--- src/rtl/flash_seq_pkg.sv ---
package flash_seq_pkg;

  localparam int WORD_W    = 32;
  localparam int WORDS     = 4;
  localparam int SLOTS     = WORDS * 2;
  localparam int SLOT_W    = $clog2(SLOTS);
  localparam int INSTR_W   = 16;
  localparam int DUMMY_MAX = 64;
  localparam int CNT_W     = $clog2(DUMMY_MAX + 1);
  localparam int IDX_HI    = 31;
  localparam int IDX_LO    = 24;
  localparam int IDX_W     = IDX_HI - IDX_LO + 1;
  localparam int LEN_W     = IDX_LO;
  localparam int LINES     = 4;

  localparam logic [5:0] OP_STOP  = 6'd0;
  localparam logic [5:0] OP_CMD   = 6'd1;
  localparam logic [5:0] OP_ADDR  = 6'd2;
  localparam logic [5:0] OP_DUMMY = 6'd3;
  localparam logic [5:0] OP_MODE  = 6'd4;
  localparam logic [5:0] OP_READ  = 6'd7;
  localparam logic [5:0] OP_WRITE = 6'd8;

  typedef struct packed {
    logic [5:0] op;
    logic [1:0] lane;
    logic [7:0] arg;
  } instr_t;

  typedef enum logic [2:0] {
    S_IDLE, S_FETCH, S_DECODE, S_SHIFT, S_END
  } seq_st_e;

  function automatic logic [CNT_W-1:0] byte_clks(input logic [1:0] code);
    case (code)
      2'd0:    return CNT_W'(8);
      2'd1:    return CNT_W'(4);
      default: return CNT_W'(2);
    endcase
  endfunction

  function automatic logic [LINES-1:0] lane_mask(input logic [1:0] code);
    case (code)
      2'd0:    return 4'b0001;
      2'd1:    return 4'b0011;
      default: return 4'b1111;
    endcase
  endfunction

  function automatic logic drives_lines(input logic [5:0] op);
    return (op == OP_CMD) || (op == OP_ADDR) || (op == OP_MODE) || (op == OP_WRITE);
  endfunction

endpackage

--- src/rtl/seq_slot_pick.sv ---
module seq_slot_pick
  import flash_seq_pkg::*;
(
  input  logic [WORDS*WORD_W-1:0] words,
  input  logic [SLOT_W-1:0]       slot,
  output instr_t                  instr
);

  logic [INSTR_W-1:0] halves [SLOTS];

  for (genvar g = 0; g < SLOTS; g++) begin : g_half
    assign halves[g] = words[g*INSTR_W +: INSTR_W];
  end

  assign instr = instr_t'(halves[slot]);

endmodule

--- src/rtl/seq_lane_shifter.sv ---
module seq_lane_shifter
  import flash_seq_pkg::*;
(
  input  logic             clk,
  input  logic             rst_n,
  input  logic             load_en,
  input  logic [7:0]       load_byte,
  input  logic             shift_en,
  input  logic             sample_en,
  input  logic [1:0]       lane,
  input  logic [LINES-1:0] io_in,
  output logic [7:0]       sh_q,
  output logic [LINES-1:0] drive_bits
);

  logic [7:0] sh_d;

  always_comb begin
    sh_d = sh_q;
    if (load_en) begin
      sh_d = load_byte;
    end else if (sample_en) begin
      case (lane)
        2'd0:    sh_d = {sh_q[6:0], io_in[1]};
        2'd1:    sh_d = {sh_q[5:0], io_in[1:0]};
        default: sh_d = {sh_q[3:0], io_in[3:0]};
      endcase
    end else if (shift_en) begin
      case (lane)
        2'd0:    sh_d = {sh_q[6:0], 1'b0};
        2'd1:    sh_d = {sh_q[5:0], 2'b00};
        default: sh_d = {sh_q[3:0], 4'b0000};
      endcase
    end
  end

  always_ff @(posedge clk or negedge rst_n) begin
    if (!rst_n) sh_q <= '0;
    else        sh_q <= sh_d;
  end

  always_comb begin
    case (lane)
      2'd0:    drive_bits = {3'b000, sh_q[7]};
      2'd1:    drive_bits = {2'b00, sh_q[7:6]};
      default: drive_bits = sh_q[7:4];
    endcase
  end

endmodule

--- src/rtl/seq_flag.sv ---
module seq_flag (
  input  logic clk,
  input  logic rst_n,
  input  logic set,
  input  logic clr,
  input  logic en,
  output logic flag,
  output logic irq
);

  logic flag_d;

  always_comb flag_d = set | (flag & ~clr);

  always_ff @(posedge clk or negedge rst_n) begin
    if (!rst_n) flag <= 1'b0;
    else        flag <= flag_d;
  end

  assign irq = flag & en;

  AST_SET_WINS: assert property (@(posedge clk) disable iff (!rst_n)
    set |=> flag);
  AST_CLEAR_TAKES: assert property (@(posedge clk) disable iff (!rst_n)
    (flag && clr && !set) |=> !flag);
  AST_IRQ_GATED: assert property (@(posedge clk) disable iff (!rst_n)
    irq |-> (en && flag));

endmodule

--- src/rtl/seq_ctrl.sv ---
module seq_ctrl
  import flash_seq_pkg::*;
(
  input  logic                    clk,
  input  logic                    rst_n,
  input  logic                    start_valid,
  input  logic [WORD_W-1:0]       start_word,
  input  logic [WORDS*WORD_W-1:0] tbl_data,
  input  instr_t                  cur,
  input  logic [7:0]              tx_data,
  input  logic [7:0]              sh_q,
  output logic [IDX_W-1:0]        tbl_sel,
  output logic [WORDS*WORD_W-1:0] words,
  output logic [SLOT_W-1:0]       slot,
  output logic                    load_en,
  output logic [7:0]              load_byte,
  output logic                    shift_en,
  output logic                    sample_en,
  output logic [1:0]              lane,
  output logic [LINES-1:0]        oe,
  output logic                    busy,
  output logic                    cs_n,
  output logic                    sck,
  output logic                    tx_next,
  output logic                    rx_valid,
  output logic [7:0]              rx_data,
  output logic                    done_set
);

  seq_st_e            st_q, st_d;
  logic [SLOT_W-1:0]  slot_d;
  logic [IDX_W-1:0]   idx_d;
  logic [LEN_W-1:0]   len_q, len_d;
  logic [LEN_W-1:0]   bleft_q, bleft_d;
  logic [CNT_W-1:0]   cleft_q, cleft_d;
  logic               ph_q, ph_d;
  logic [5:0]         op_q, op_d;
  logic [1:0]         lane_d;
  logic               words_en, take, push, adv;

  always_comb begin
    st_d      = st_q;
    slot_d    = slot;
    idx_d     = tbl_sel;
    len_d     = len_q;
    bleft_d   = bleft_q;
    cleft_d   = cleft_q;
    ph_d      = ph_q;
    op_d      = op_q;
    lane_d    = lane;
    words_en  = 1'b0;
    load_en   = 1'b0;
    load_byte = cur.arg;
    shift_en  = 1'b0;
    sample_en = 1'b0;
    take      = 1'b0;
    push      = 1'b0;
    adv       = 1'b0;
    done_set  = 1'b0;
    case (st_q)
      S_IDLE: begin
        if (start_valid) begin
          idx_d = start_word[IDX_HI:IDX_LO];
          len_d = start_word[LEN_W-1:0];
          st_d  = S_FETCH;
        end
      end
      S_FETCH: begin
        words_en = 1'b1;
        slot_d   = '0;
        st_d     = S_DECODE;
      end
      S_DECODE: begin
        ph_d    = 1'b0;
        op_d    = cur.op;
        lane_d  = cur.lane;
        bleft_d = LEN_W'(1);
        cleft_d = byte_clks(cur.lane);
        case (cur.op)
          OP_CMD, OP_ADDR, OP_MODE: begin
            load_en = 1'b1;
            st_d    = S_SHIFT;
          end
          OP_DUMMY: begin
            if (cur.arg == 8'd0) begin
              adv = 1'b1;
            end else begin
              cleft_d = (cur.arg > 8'(DUMMY_MAX)) ? CNT_W'(DUMMY_MAX) : cur.arg[CNT_W-1:0];
              st_d    = S_SHIFT;
            end
          end
          OP_READ: begin
            if (len_q == '0) begin
              adv = 1'b1;
            end else begin
              bleft_d = len_q;
              st_d    = S_SHIFT;
            end
          end
          OP_WRITE: begin
            if (len_q == '0) begin
              adv = 1'b1;
            end else begin
              bleft_d   = len_q;
              load_en   = 1'b1;
              load_byte = tx_data;
              take      = 1'b1;
              st_d      = S_SHIFT;
            end
          end
          default: st_d = S_END;
        endcase
      end
      S_SHIFT: begin
        if (!ph_q) begin
          ph_d      = 1'b1;
          sample_en = (op_q == OP_READ);
        end else begin
          ph_d     = 1'b0;
          shift_en = drives_lines(op_q);
          if (cleft_q == CNT_W'(1)) begin
            push = (op_q == OP_READ);
            if (bleft_q == LEN_W'(1)) begin
              adv = 1'b1;
            end else begin
              bleft_d = bleft_q - LEN_W'(1);
              cleft_d = byte_clks(lane);
              if (op_q == OP_WRITE) begin
                load_en   = 1'b1;
                load_byte = tx_data;
                take      = 1'b1;
              end
            end
          end else begin
            cleft_d = cleft_q - CNT_W'(1);
          end
        end
      end
      S_END: begin
        done_set = 1'b1;
        st_d     = S_IDLE;
      end
      default: st_d = S_IDLE;
    endcase
    if (adv) begin
      if (slot == SLOT_W'(SLOTS - 1)) begin
        st_d = S_END;
      end else begin
        slot_d = slot + SLOT_W'(1);
        st_d   = S_DECODE;
      end
    end
  end

  always_ff @(posedge clk or negedge rst_n) begin
    if (!rst_n) begin
      st_q     <= S_IDLE;
      slot     <= '0;
      tbl_sel  <= '0;
      len_q    <= '0;
      bleft_q  <= '0;
      cleft_q  <= '0;
      ph_q     <= 1'b0;
      op_q     <= OP_STOP;
      lane     <= 2'd0;
      cs_n     <= 1'b1;
      sck      <= 1'b0;
      tx_next  <= 1'b0;
      rx_valid <= 1'b0;
    end else begin
      st_q     <= st_d;
      slot     <= slot_d;
      tbl_sel  <= idx_d;
      len_q    <= len_d;
      bleft_q  <= bleft_d;
      cleft_q  <= cleft_d;
      ph_q     <= ph_d;
      op_q     <= op_d;
      lane     <= lane_d;
      cs_n     <= !((st_d == S_DECODE) || (st_d == S_SHIFT));
      sck      <= (st_d == S_SHIFT) && ph_d;
      tx_next  <= take;
      rx_valid <= push;
    end
  end

  always_ff @(posedge clk or negedge rst_n) begin
    if (!rst_n)        words <= '0;
    else if (words_en) words <= tbl_data;
  end

  always_ff @(posedge clk or negedge rst_n) begin
    if (!rst_n)    rx_data <= '0;
    else if (push) rx_data <= sh_q;
  end

  assign busy = (st_q != S_IDLE);
  assign oe   = ((st_q == S_SHIFT) && drives_lines(op_q)) ? lane_mask(lane) : '0;

  AST_CS_HIGH_IDLE: assert property (@(posedge clk) disable iff (!rst_n)
    !busy |-> cs_n);
  AST_SCK_IN_SELECT: assert property (@(posedge clk) disable iff (!rst_n)
    sck |-> !cs_n);
  AST_FETCH_GAP: assert property (@(posedge clk) disable iff (!rst_n)
    $rose(busy) |-> cs_n);
  AST_START_IGNORED: assert property (@(posedge clk) disable iff (!rst_n)
    (busy && start_valid) |=> $stable(tbl_sel));
  AST_DUMMY_LIMIT: assert property (@(posedge clk) disable iff (!rst_n)
    cleft_q <= CNT_W'(DUMMY_MAX));
  AST_RX_LINES_FREE: assert property (@(posedge clk) disable iff (!rst_n)
    rx_valid |-> (oe == '0));

endmodule

--- src/rtl/flash_microseq.sv ---
module flash_microseq
  import flash_seq_pkg::*;
(
  input  logic         clk,
  input  logic         rst_n,
  input  logic         start_valid,
  input  logic [31:0]  start_word,
  output logic [7:0]   tbl_sel,
  input  logic [127:0] tbl_data,
  input  logic [7:0]   tx_data,
  output logic         tx_next,
  output logic [7:0]   rx_data,
  output logic         rx_valid,
  input  logic         flag_clr,
  input  logic         irq_en,
  output logic         done_flag,
  output logic         irq,
  output logic         busy,
  output logic         sck,
  output logic         cs_n,
  output logic [3:0]   io_out,
  output logic [3:0]   io_oe,
  input  logic [3:0]   io_in
);

  logic rst_s1, rst_s2;

  always_ff @(posedge clk or negedge rst_n) begin
    if (!rst_n) begin
      rst_s1 <= 1'b0;
      rst_s2 <= 1'b0;
    end else begin
      rst_s1 <= 1'b1;
      rst_s2 <= rst_s1;
    end
  end

  logic [WORDS*WORD_W-1:0] words;
  logic [SLOT_W-1:0]       slot;
  instr_t                  cur;
  logic                    load_en, shift_en, sample_en, done_set;
  logic [7:0]              load_byte, sh_q;
  logic [1:0]              lane;
  logic [LINES-1:0]        drive_bits, oe;

  seq_slot_pick u_pick (
    .words (words),
    .slot  (slot),
    .instr (cur)
  );

  seq_ctrl u_ctrl (
    .clk         (clk),
    .rst_n       (rst_s2),
    .start_valid (start_valid),
    .start_word  (start_word),
    .tbl_data    (tbl_data),
    .cur         (cur),
    .tx_data     (tx_data),
    .sh_q        (sh_q),
    .tbl_sel     (tbl_sel),
    .words       (words),
    .slot        (slot),
    .load_en     (load_en),
    .load_byte   (load_byte),
    .shift_en    (shift_en),
    .sample_en   (sample_en),
    .lane        (lane),
    .oe          (oe),
    .busy        (busy),
    .cs_n        (cs_n),
    .sck         (sck),
    .tx_next     (tx_next),
    .rx_valid    (rx_valid),
    .rx_data     (rx_data),
    .done_set    (done_set)
  );

  seq_lane_shifter u_shift (
    .clk        (clk),
    .rst_n      (rst_s2),
    .load_en    (load_en),
    .load_byte  (load_byte),
    .shift_en   (shift_en),
    .sample_en  (sample_en),
    .lane       (lane),
    .io_in      (io_in),
    .sh_q       (sh_q),
    .drive_bits (drive_bits)
  );

  seq_flag u_flag (
    .clk   (clk),
    .rst_n (rst_s2),
    .set   (done_set),
    .clr   (flag_clr),
    .en    (irq_en),
    .flag  (done_flag),
    .irq   (irq)
  );

  assign io_oe  = oe;
  assign io_out = drive_bits & oe;

  AST_OE_ONLY_SELECTED: assert property (@(posedge clk) disable iff (!rst_s2)
    (io_oe != 4'b0000) |-> !cs_n);
  AST_DONE_AT_FINISH: assert property (@(posedge clk) disable iff (!rst_s2)
    $fell(busy) |-> done_flag);

endmodule

--- config.mk ---
export PLATFORM = sky130hd
export DESIGN_NAME = flash_microseq
export DESIGN_NICKNAME = d
export VERILOG_FILES = /design/src/rtl/flash_seq_pkg.sv /design/src/rtl/seq_slot_pick.sv /design/src/rtl/seq_lane_shifter.sv /design/src/rtl/seq_flag.sv /design/src/rtl/seq_ctrl.sv /design/src/rtl/flash_microseq.sv
export SDC_FILE = /design/constraint.sdc
export NUM_CORES = 1
export LEC_CHECK = 0
export BUFFER_PORTS_ARGS = -buffer_cell sky130_fd_sc_hd__buf_4
export CAP_MARGIN = 20
export CORE_MARGIN = 2
export CORE_UTILIZATION = 47
export CTS_BUF_LIST = sky130_fd_sc_hd__clkbuf_2 sky130_fd_sc_hd__clkbuf_4 sky130_fd_sc_hd__clkbuf_8
export DETAILED_ROUTE_END_ITERATION = 10
export PLACE_DENSITY = 0.69
export SYNTH_ARGS = -nofsm -noshare
export SYNTH_HDL_FRONTEND = slang
export SYNTH_SLANG_ARGS = --single-unit
--- constraint.sdc ---
create_clock -name clk -period 19.5 [get_ports clk]
set_clock_uncertainty 0.2 [all_clocks]
set_input_delay 0 -clock clk [delete_from_list [all_inputs] [get_ports clk]]
set_output_delay 0 -clock clk [all_outputs]
set_load 0.005 [all_outputs]
# == After elaboration in Yosys (flattened, before gate mapping) ==
# Cells that the tools add are included.
# classes
n_addsub,3
n_bitwise,6
n_eq_ne,26
n_reduce_logical,20
mux,70
magnitude_cmp,2
# ops
op,n
2-to-1 mux 24 bit,5
2-to-1 mux 8 bit,9
binary-select mux 16 bit (select 3 bit),1
case mux 24 bit (2 select lines),1
case mux 8 bit (2 select lines),3
2-to-1 mux 7 bit,6
2-to-1 mux 16 bit,2
case mux 4 bit (2 select lines),4
"== test 24 x 1 -> 1 bit, second input constant",1
"== test 6 x 3 -> 1 bit, second input constant",4
logical NOT 24 bit,1
2-to-1 mux 3 bit,8
"subtractor 24 x 1 -> 24 bit, second input constant",1
2-to-1 mux 1 bit,21
"== test 6 x 2 -> 1 bit, second input constant",3
case mux 7 bit (2 select lines),1
"== test 3 x 2 -> 1 bit, second input constant",4
"== test 6 x 1 -> 1 bit, second input constant",2
"== test 6 x 4 -> 1 bit, second input constant",2
case mux 1 bit (2 select lines),6
case mux 3 bit (4 select lines),1
case mux 3 bit (3 select lines),1
"> comparator 8 x 7 -> 1 bit, second input constant",1
logical NOT 8 bit,1
28 further kinds,38
# word_totals
output_inout_bits,31
ff_bits,229
inputBits,177

# == Depth between registers and ports, before layout ==
# Gate-level depths: netlist (run 1).
# depth
depth_word,12
mapped_depth,11

# == Cells and area by module ==
# From an unflattened synthesis (run 1), not the netlist that was laid out.
# hier_totals
cells_unflattened,906
hier_area_um2,11702.5
# modules_own_cells
module,area_per_inst_um2,n_inst,cells_each,seq_area_each_um2
seq_ctrl,9897.0,1,769,5456.5
seq_slot_pick,1071.0,1,57,0.0
seq_lane_shifter,613.1,1,69,200.2
flash_microseq,78.8,1,7,50.0
seq_flag,42.5,1,4,25.0

# == Least setup slack after synthesis (run 1) ==
# Ideal clock, no wire load.
# synth_timing
path_kind,register -> register
start,reg u_ctrl.slot[0]
end,reg u_ctrl.slot[1]
stages_incl_launch_ff,11
arrival_time_ns,2.800
n_path_buf,3
setup_time_ns,0.128
path_slack_ns,16.372
cell_sequence,dfrtp_1 > buf_6 > buf_6 > buf_2 > mux4_2 > mux2_2 > nor4_1 > nand4b_1 > o221a_2 > nor2_4 > mux2_1
# synth_between
elab_chain_len,9
# synth_rtl
element,line,rtl
from (decl),seq_ctrl.sv:14,"output logic [SLOT_W-1:0] slot,"
from (signal assigned),seq_ctrl.sv:172,slot <= slot_d;
inverter 3 -> 4 bit (not written as such),seq_slot_pick.sv:15,assign instr = instr_t'(halves[slot]);
binary-select mux 16 bit (select 3 bit),seq_slot_pick.sv:15,
2-to-1 mux 16 bit (not written as such) (2 in series),seq_slot_pick.sv:15,
== test 6 x 3 -> 1 bit (tied with other cells),seq_ctrl.sv:79,case (cur.op)
OR reduction 2 bit (no source line) / 2-to-1 mux 1 bit (equally long branches),n/a,
case mux 1 bit (2 select lines),seq_ctrl.sv:79,
case mux 1 bit (2 select lines),seq_ctrl.sv:60,case (st_q)
2-to-1 mux 3 bit (*),seq_ctrl.sv:145,if (adv) begin
net u_ctrl.slot_d[1],seq_ctrl.sv:31,logic [SLOT_W-1:0] slot_d;
# Mark *: on every way through the listed nets, which the timed path passes. The rest lies on a longest branch. The select of a mux whose other input is x is not followed.
# A chain may end at the register's enable or synchronous reset.

# == Worst setup path in the final report (run 1) ==
# layout_timing
start,reg u_ctrl.slot[0]
end,reg u_shift.sh_q[0]
# layout_between
elab_chain_len,10
# layout_rtl
element,line,rtl
inverter 3 -> 4 bit (not written as such) (*),seq_slot_pick.sv:15,
binary-select mux 16 bit (select 3 bit) (*),seq_slot_pick.sv:15,
2-to-1 mux 16 bit (not written as such) (*) (2 in series),seq_slot_pick.sv:15,
branches (longest 6 deep; another with == test 6 x 1 -> 1 bit),n/a,
to (signal assigned),seq_lane_shifter.sv:38,if (!rst_n) sh_q <= '0;
to (signal assigned),seq_lane_shifter.sv:39,else sh_q <= sh_d;
to (decl),seq_lane_shifter.sv:12,"output logic [7:0] sh_q,"
# Mark *: on every way between the ends. The select of a mux whose other input is x is not followed.

==> impl_metrics.json, run 1 <==
{
  "status": "completed",
  "finalSetupViolCount": 0,
  "worst_slew_margin_rel_pct": 24.3,
  "cp_num_cells": 9,
  "drc_errors": 0,
  "netlist_top_cells_area": "dfrtp_1 51%, mux2_2 18%, mux4_2 6.5%",
  "vias": 8703,
  "path_max_fanout": 24,
  "pwr-share-comb_pct": 35.4,
  "grt_overflow": 0,
  "cts.sinks": 229,
  "p_clk_share_pct": 24.0,
  "die_area_um2": 24900,
  "critPathKind": "reg -> reg",
  "whs_ns": 0.0373,
  "yosys_warnings": 0,
  "cts_tree": "done",
  "dpl-instance-area_um2": 12900,
  "internal_power_mw": 1.42,
  "final_cell_count_no_fill": 1625,
  "crit_end": "u_shift.sh_q[0]",
  "ys_seq_area_share_pct": 51.6,
  "end_kind": "flip-flop",
  "synth_async_sr_flop_share_pct": 100,
  "syn_to_final_growth_pct": 41.5,
  "slowest_stage": "dfrtp_2",
  "worstSetupStartpoint": "u_ctrl.slot[0]",
  "grt_setup_unrepaired": "false",
  "cp.required_ns": 19.76,
  "crit_family": "multiplexers",
  "clockBufferDepth": 3,
  "p_sw_mw": 0.697,
  "regToRegStartpoint": "u_ctrl.slot[0]",
  "design_area_um2": 15700,
  "path_cells": "buf_4 > mux4_2 > mux2i_2 > and4b_1 > nand3_1 > o22a_1 > o211ai_1 > dlygate4sd3_1 > mux2_2",
  "p_leak_nw": 6.88,
  "start_kind": "flip-flop",
  "ys_types": 77,
  "netlist_instances": 879,
  "p_per_area_nw_per_um2": 135,
  "clk_latency_ns": 0.54,
  "maxUsedRoutingLayer": "met4",
  "final_cell_mix": "225 x dfrtp_1, 213 x buf_4, 185 x dlygate4sd3_1",
  "core-area_um2": 23300,
  "firstDrtPassIters": 5,
  "dp_hpwl_mm": 18.6,
  "final_common_cell": "dfrtp_1",
  "htreeDepth": 2,
  "seqPwrFrac_pct": 40.7,
  "wl_per_cell_um": 18.5,
  "synth.avg_cell_area_um2": 12.6,
  "num_rows": 56,
  "max_stage_delay_ns": 0.62,
  "path_clk_slew_ns": 0.06,
  "port_buffers": 207,
  "hp-class": "in -> reg",
  "rr_worst_depth": 9,
  "synth-edff-count": 0,
  "top_level_ports": 208,
  "fp.dieW_um": 158,
  "syn_nets": 1062,
  "netlist_area_um2": 11100,
  "grt_pass1_wl_mm": 47.5,
  "finalCritPeriodShare_pct": 22.3,
  "clockRootBuffer": "clkbuf_8",
  "maxSlewViolCount": 0,
  "hold_viol_final": 0,
  "dp_cells": 1364,
  "synth_ff_type": "dfrtp_1",
  "p_total_mw": 2.12,
  "synth_top_cell_by_area": "dfrtp_1",
  "routed-wl-met3_mm": 1.57,
  "tightest_slew_ns": 1.13,
  "drtIter0Drc": 554,
  "synth_seq_cells": 229,
  "crit_buf_inv": 2,
  "final.min_clock_period_ns": 4.35,
  "grt_max_degree": 163,
  "r2r-end": "u_shift.sh_q[0]",
  "wl_met2_mm": 14.9,
  "regToRegSetupSlack_ns": 15.15,
  "swShare_pct": 32.9,
  "wl_met1_mm": 12.9,
  "vdd_ir_drop_max_mv": 0.0699,
  "grt_pass1_vias": 9121,
  "ant_nets": 0,
  "cts_buffers": 41,
  "drv_cap": 0,
  "place.gp.congestion": 0.845,
  "die_h_um": 158,
  "start_util_pct": 47.6,
  "setup_tns_ns": 0,
  "layout-drive-gt1-share_pct": 39.9,
  "antenna_found_initial": 2,
  "gr-usage-all-layers_pct": 24.4,
  "wirelength_mm": 30.0,
  "ctsResizeCount": 0,
  "synth_top_area_share_pct": 51.4,
  "nets": 1456,
  "arrival_ns": 4.61,
  "via_per_inst": 5.36,
  "max_freq_ghz": 0.230
}
==> power groups by stage <==
| stage | combinational (mW) | clock [mW] | sequential, mW |
|---|---|---|---|
| after global placement | 0.680 | 0 | 0.855 |
| after global routing | 0.820 | 0.541 | 0.889 |
| after CTS | 0.744 | 0.518 | 0.854 |
| after floorplan | 0.549 | 0 | 0.800 |
| after detailed placement | 0.697 | 0 | 0.861 |
| final | 0.750 | 0.508 | 0.862 |
==> area by class of cell <==
| cell class | count | area (um^2) |
|---|---|---|
| diodes | 2 | 5.00 |
| multi-input cells | 587 | 5100 |
| clock buffers | 66 | 846 |
| well taps | 319 | 399 |
| repair buffers | 399 | 3470 |
| fillers | 1678 | 7610 |
| flip-flops and latches | 229 | 5740 |
| inverters | 15 | 56.3 |
| clock inverters | 8 | 104 |
==> sequential cells by signal, summed over array words and instances (netlist names), 3 cells and up <==
signal	flops
u_ctrl.len_q	24
u_ctrl.tbl_sel	8
u_ctrl.op_q	6
u_ctrl.bleft_q	24
u_ctrl.rx_data	8
u_ctrl.cleft_q	7
u_ctrl.st_q	3
u_ctrl.slot	3
u_ctrl.words	128
u_shift.sh_q	8
==> worst min-delay path: cells and delay by family <==
family,cells,cell delay [ns]
mux,1,0.12
buf+inv,2,0.61
==> layer usage <==
metal,GRT usage [%],up-vias
li1,-,4058
met1,31.8,4317
met2,41.5,262
met3,4.82,66
met4,6.84,0
met5,0,-
==> through the flow <==
stage / utilization [%] / setup WS, ns
after floorplan: - / 12.45
after global placement: 55.3 / 15.80
after detailed placement: 55.3 / 15.74
after CTS: 67.3 / 15.17
after global routing: 67.4 / 14.89
final: 67.4 / 15.15
==> worst min path at each step <==
stage | end | depth (start not counted) | start
after floorplan | rst_s1 | 0 | rst_n
after global placement | rst_s1 | 1 | rst_n
after detailed placement | rst_s2 | 1 | rst_n
after CTS | u_ctrl.words[50] | 3 | tbl_data[50]
after global routing | u_ctrl.words[25] | 3 | tbl_data[25]
final | u_ctrl.words[101] | 3 | tbl_data[101]
==> logic make-up after synthesis <==
kind of cell / after synthesis / share of synthesized area, %
muxes: 249 / 28.2
DFF: 229 / 51.6
and+or+nand+nor: 201 / 9.30
AOI/OAI and AO/OA: 126 / 7.26
buffers and inverters: 63 / 2.58
adders and majority gates: 6 / 0.676
xor gates and xnor gates: 4 / 0.315
other: 1 / 0.0338
==> cell usage after synthesis, drive strengths merged (5+ instances only) <==
cell type / number
dfrtp: 228
mux2: 180
o21ai: 57
nand2: 56
nor2: 48
mux2i: 37
clkbuf: 34
mux4: 32
a21oi: 20
inv: 15
nor3: 15
nor4: 15
buf: 14
nand3: 14
and3: 8
a221o: 7
and2: 7
ha: 6
o211ai: 6
nand4: 5
or2: 5
==> repair_timing <==
item / in CTS / in global routing
setup buffers: 0 / 0
hold buffers: 185 / 0
endpoints found under the hold margin: 171 / 0
Power figures use the tool's default switching activity.
==> run 2, diff against run 1 <==
--- a/config.mk
+++ b/config.mk
@@ -11,7 +11,7 @@
 export CORE_UTILIZATION = 47
 export CTS_BUF_LIST = sky130_fd_sc_hd__clkbuf_2 sky130_fd_sc_hd__clkbuf_4 sky130_fd_sc_hd__clkbuf_8
 export DETAILED_ROUTE_END_ITERATION = 10
-export PLACE_DENSITY = 0.69
+export PLACE_DENSITY = 0.72
 export SYNTH_ARGS = -nofsm -noshare
 export SYNTH_HDL_FRONTEND = slang
 export SYNTH_SLANG_ARGS = --single-unit
==> constraint.sdc (replaced) <==
create_clock -name clk -period 3.52 [get_ports clk]
set_clock_uncertainty 0.2 [all_clocks]
set_input_delay 0 -clock clk [delete_from_list [all_inputs] [get_ports clk]]
set_output_delay 0 -clock clk [all_outputs]
set_load 0.005 [all_outputs]
==> impl_metrics.json, run 2 (synthesis gave the netlist of run 1 again) <==
{
  "status": "completed",
  "via_per_inst": 5.41,
  "whs_ns": 0.0195,
  "critPathKind": "reg -> reg",
  "path_max_fanout": 30,
  "drv_cap": 0,
  "cts_tree": "done",
  "dp_cells": 1383,
  "path_clk_slew_ns": 0.07,
  "clockRootBuffer": "clkbuf_8",
  "start_kind": "flip-flop",
  "syn_to_final_growth_pct": 43.1,
  "final_cell_count_no_fill": 1646,
  "cp.required_ns": 3.78,
  "grt_pass1_wl_mm": 49.6,
  "final.min_clock_period_ns": 3.23,
  "hold_viol_final": 0,
  "fill_cells": 1689,
  "finalCritPeriodShare_pct": 91.9,
  "tightest_slew_ns": 0.610,
  "p_total_mw": 11.7,
  "top_register": "u_ctrl.words",
  "regToRegSetupSlack_ns": 0.29,
  "wirelength_mm": 31.0,
  "drc_errors": 0,
  "drtIter0Drc": 497,
  "htreeDepth": 2,
  "antenna_found_initial": 2,
  "crit_end": "u_ctrl.len_q[11]",
  "start_util_pct": 47.6,
  "place_ws_ns": 0.358,
  "dp_hpwl_mm": 19.4,
  "die_area_um2": 24900,
  "grt_pass1_vias": 9434,
  "end_kind": "flip-flop",
  "cts.sinks": 229,
  "fp.dieW_um": 158,
  "nets": 1478,
  "p_leak_nw": 6.97,
  "num_rows": 56,
  "core-area_um2": 23300,
  "largest_register_ffs": 128,
  "vdd_ir_drop_max_mv": 0.506,
  "r2r-end": "u_ctrl.len_q[11]",
  "cts_buffers": 42,
  "hp-class": "in -> reg",
  "dpl-instance-area_um2": 13100,
  "clk_latency_ns": 0.56,
  "setup_tns_ns": 0,
  "finalSetupViolCount": 0,
  "layout-drive-gt1-share_pct": 40.7,
  "grt_setup_unrepaired": "false",
  "vias": 8901,
  "final_common_cell": "buf_4",
  "port_buffers": 207,
  "ctsResizeCount": 0,
  "max_freq_ghz": 0.309,
  "gr-usage-all-layers_pct": 25.5,
  "rr_worst_depth": 7,
  "finalWorstSetupSlack_ns": 0.285,
  "grt_max_degree": 99,
  "worstSetupStartpoint": "u_ctrl.st_q[0]",
  "die_h_um": 158,
  "firstDrtPassIters": 4,
  "ant_nets": 0,
  "top_regs": "u_ctrl.words (128), u_ctrl.bleft_q (24), u_ctrl.len_q (24)",
  "design_area_um2": 15900,
  "worst_slew_margin_rel_pct": 58.9,
  "arrival_ns": 3.50,
  "place.gp.congestion": 0.866,
  "grt_overflow": 0,
  "top_level_ports": 208,
  "regToRegStartpoint": "u_ctrl.st_q[0]",
  "maxSlewViolCount": 0,
  "fin_util_pct": 68.1,
  "wl_per_cell_um": 18.8,
  "final_cell_mix": "226 x buf_4, 225 x dfrtp_1, 187 x dlygate4sd3_1",
  "p_per_area_nw_per_um2": 739,
  "clockBufferDepth": 3
}
-- run 2: cell count changes in the layout (fill, tap and decap cells not counted), moves of 2 or more --
cell           delta
bufinv_16         -2
dlygate4sd3_1     +2
buf_12            +6
buf_4            +13
clkbuf_4          +5
inv_6             -2
clkbuf_8          -2
-- run 2: final cells by class --
class                           count  area (um^2)  area share, %
Tap cell                          319          399           2.51
Multi-Input combinational cell    587         5100           32.1
Clock inverter                      5         33.8          0.213
Antenna cell                        2         5.00         0.0315
Inverter                           15         56.3          0.354
Sequential cell                   229         5740           36.1
Timing Repair Buffer              420         3710           23.3
Clock buffer                       69          856           5.38
-- run 2: critical path, cell delays in order (launching register included) --
cell	delay (ns)
dfrtp_1	0.44
or3_1	0.46
nor2_2	0.31
buf_4	0.42
nand2_1	0.10
dlygate4sd3_1	0.57
o21ai_0	0.07
dlygate4sd3_1	0.57
-- run 2: report_power, final --
group / total [mW] / switching [mW] / internal (mW) / leakage, nW
Clock: 2.65 / 1.12 / 1.53 / 0.475
Combinational: 4.30 / 1.85 / 2.45 / 3.71
Sequential: 4.79 / 0.955 / 3.84 / 2.78
-- run 2: timing repair --
item                      in CTS  in global routing
hold buffers                 187                  0
hold endpoints to repair     172                  0
setup buffers                  0                  0
-- run 2: per-layer routing --
metal | vias up | GRT usage [%] | wire length, um
met5 | - | 0 | 0
met4 | 0 | 7.14 | 618
met3 | 53 | 5.23 | 1760
met2 | 296 | 44.7 | 15900
met1 | 4446 | 32.0 | 12700
li1 | 4106 | - | -
-- run 2: how the worst min path moves through the flow --
stage | startpoint | to | slack, ns | cells after the start
finish | tbl_data[18] | u_ctrl.words[18] | 0.02 | 3
global route | tbl_data[18] | u_ctrl.words[18] | 0.01 | 3
CTS | tbl_data[90] | u_ctrl.words[90] | 0.0008 | 3
detailed placement | rst_n | rst_s1 | -0.42 | 1
global placement | rst_n | rst_s1 | -0.42 | 1
floorplan | rst_n | rst_s1 | -0.50 | 0
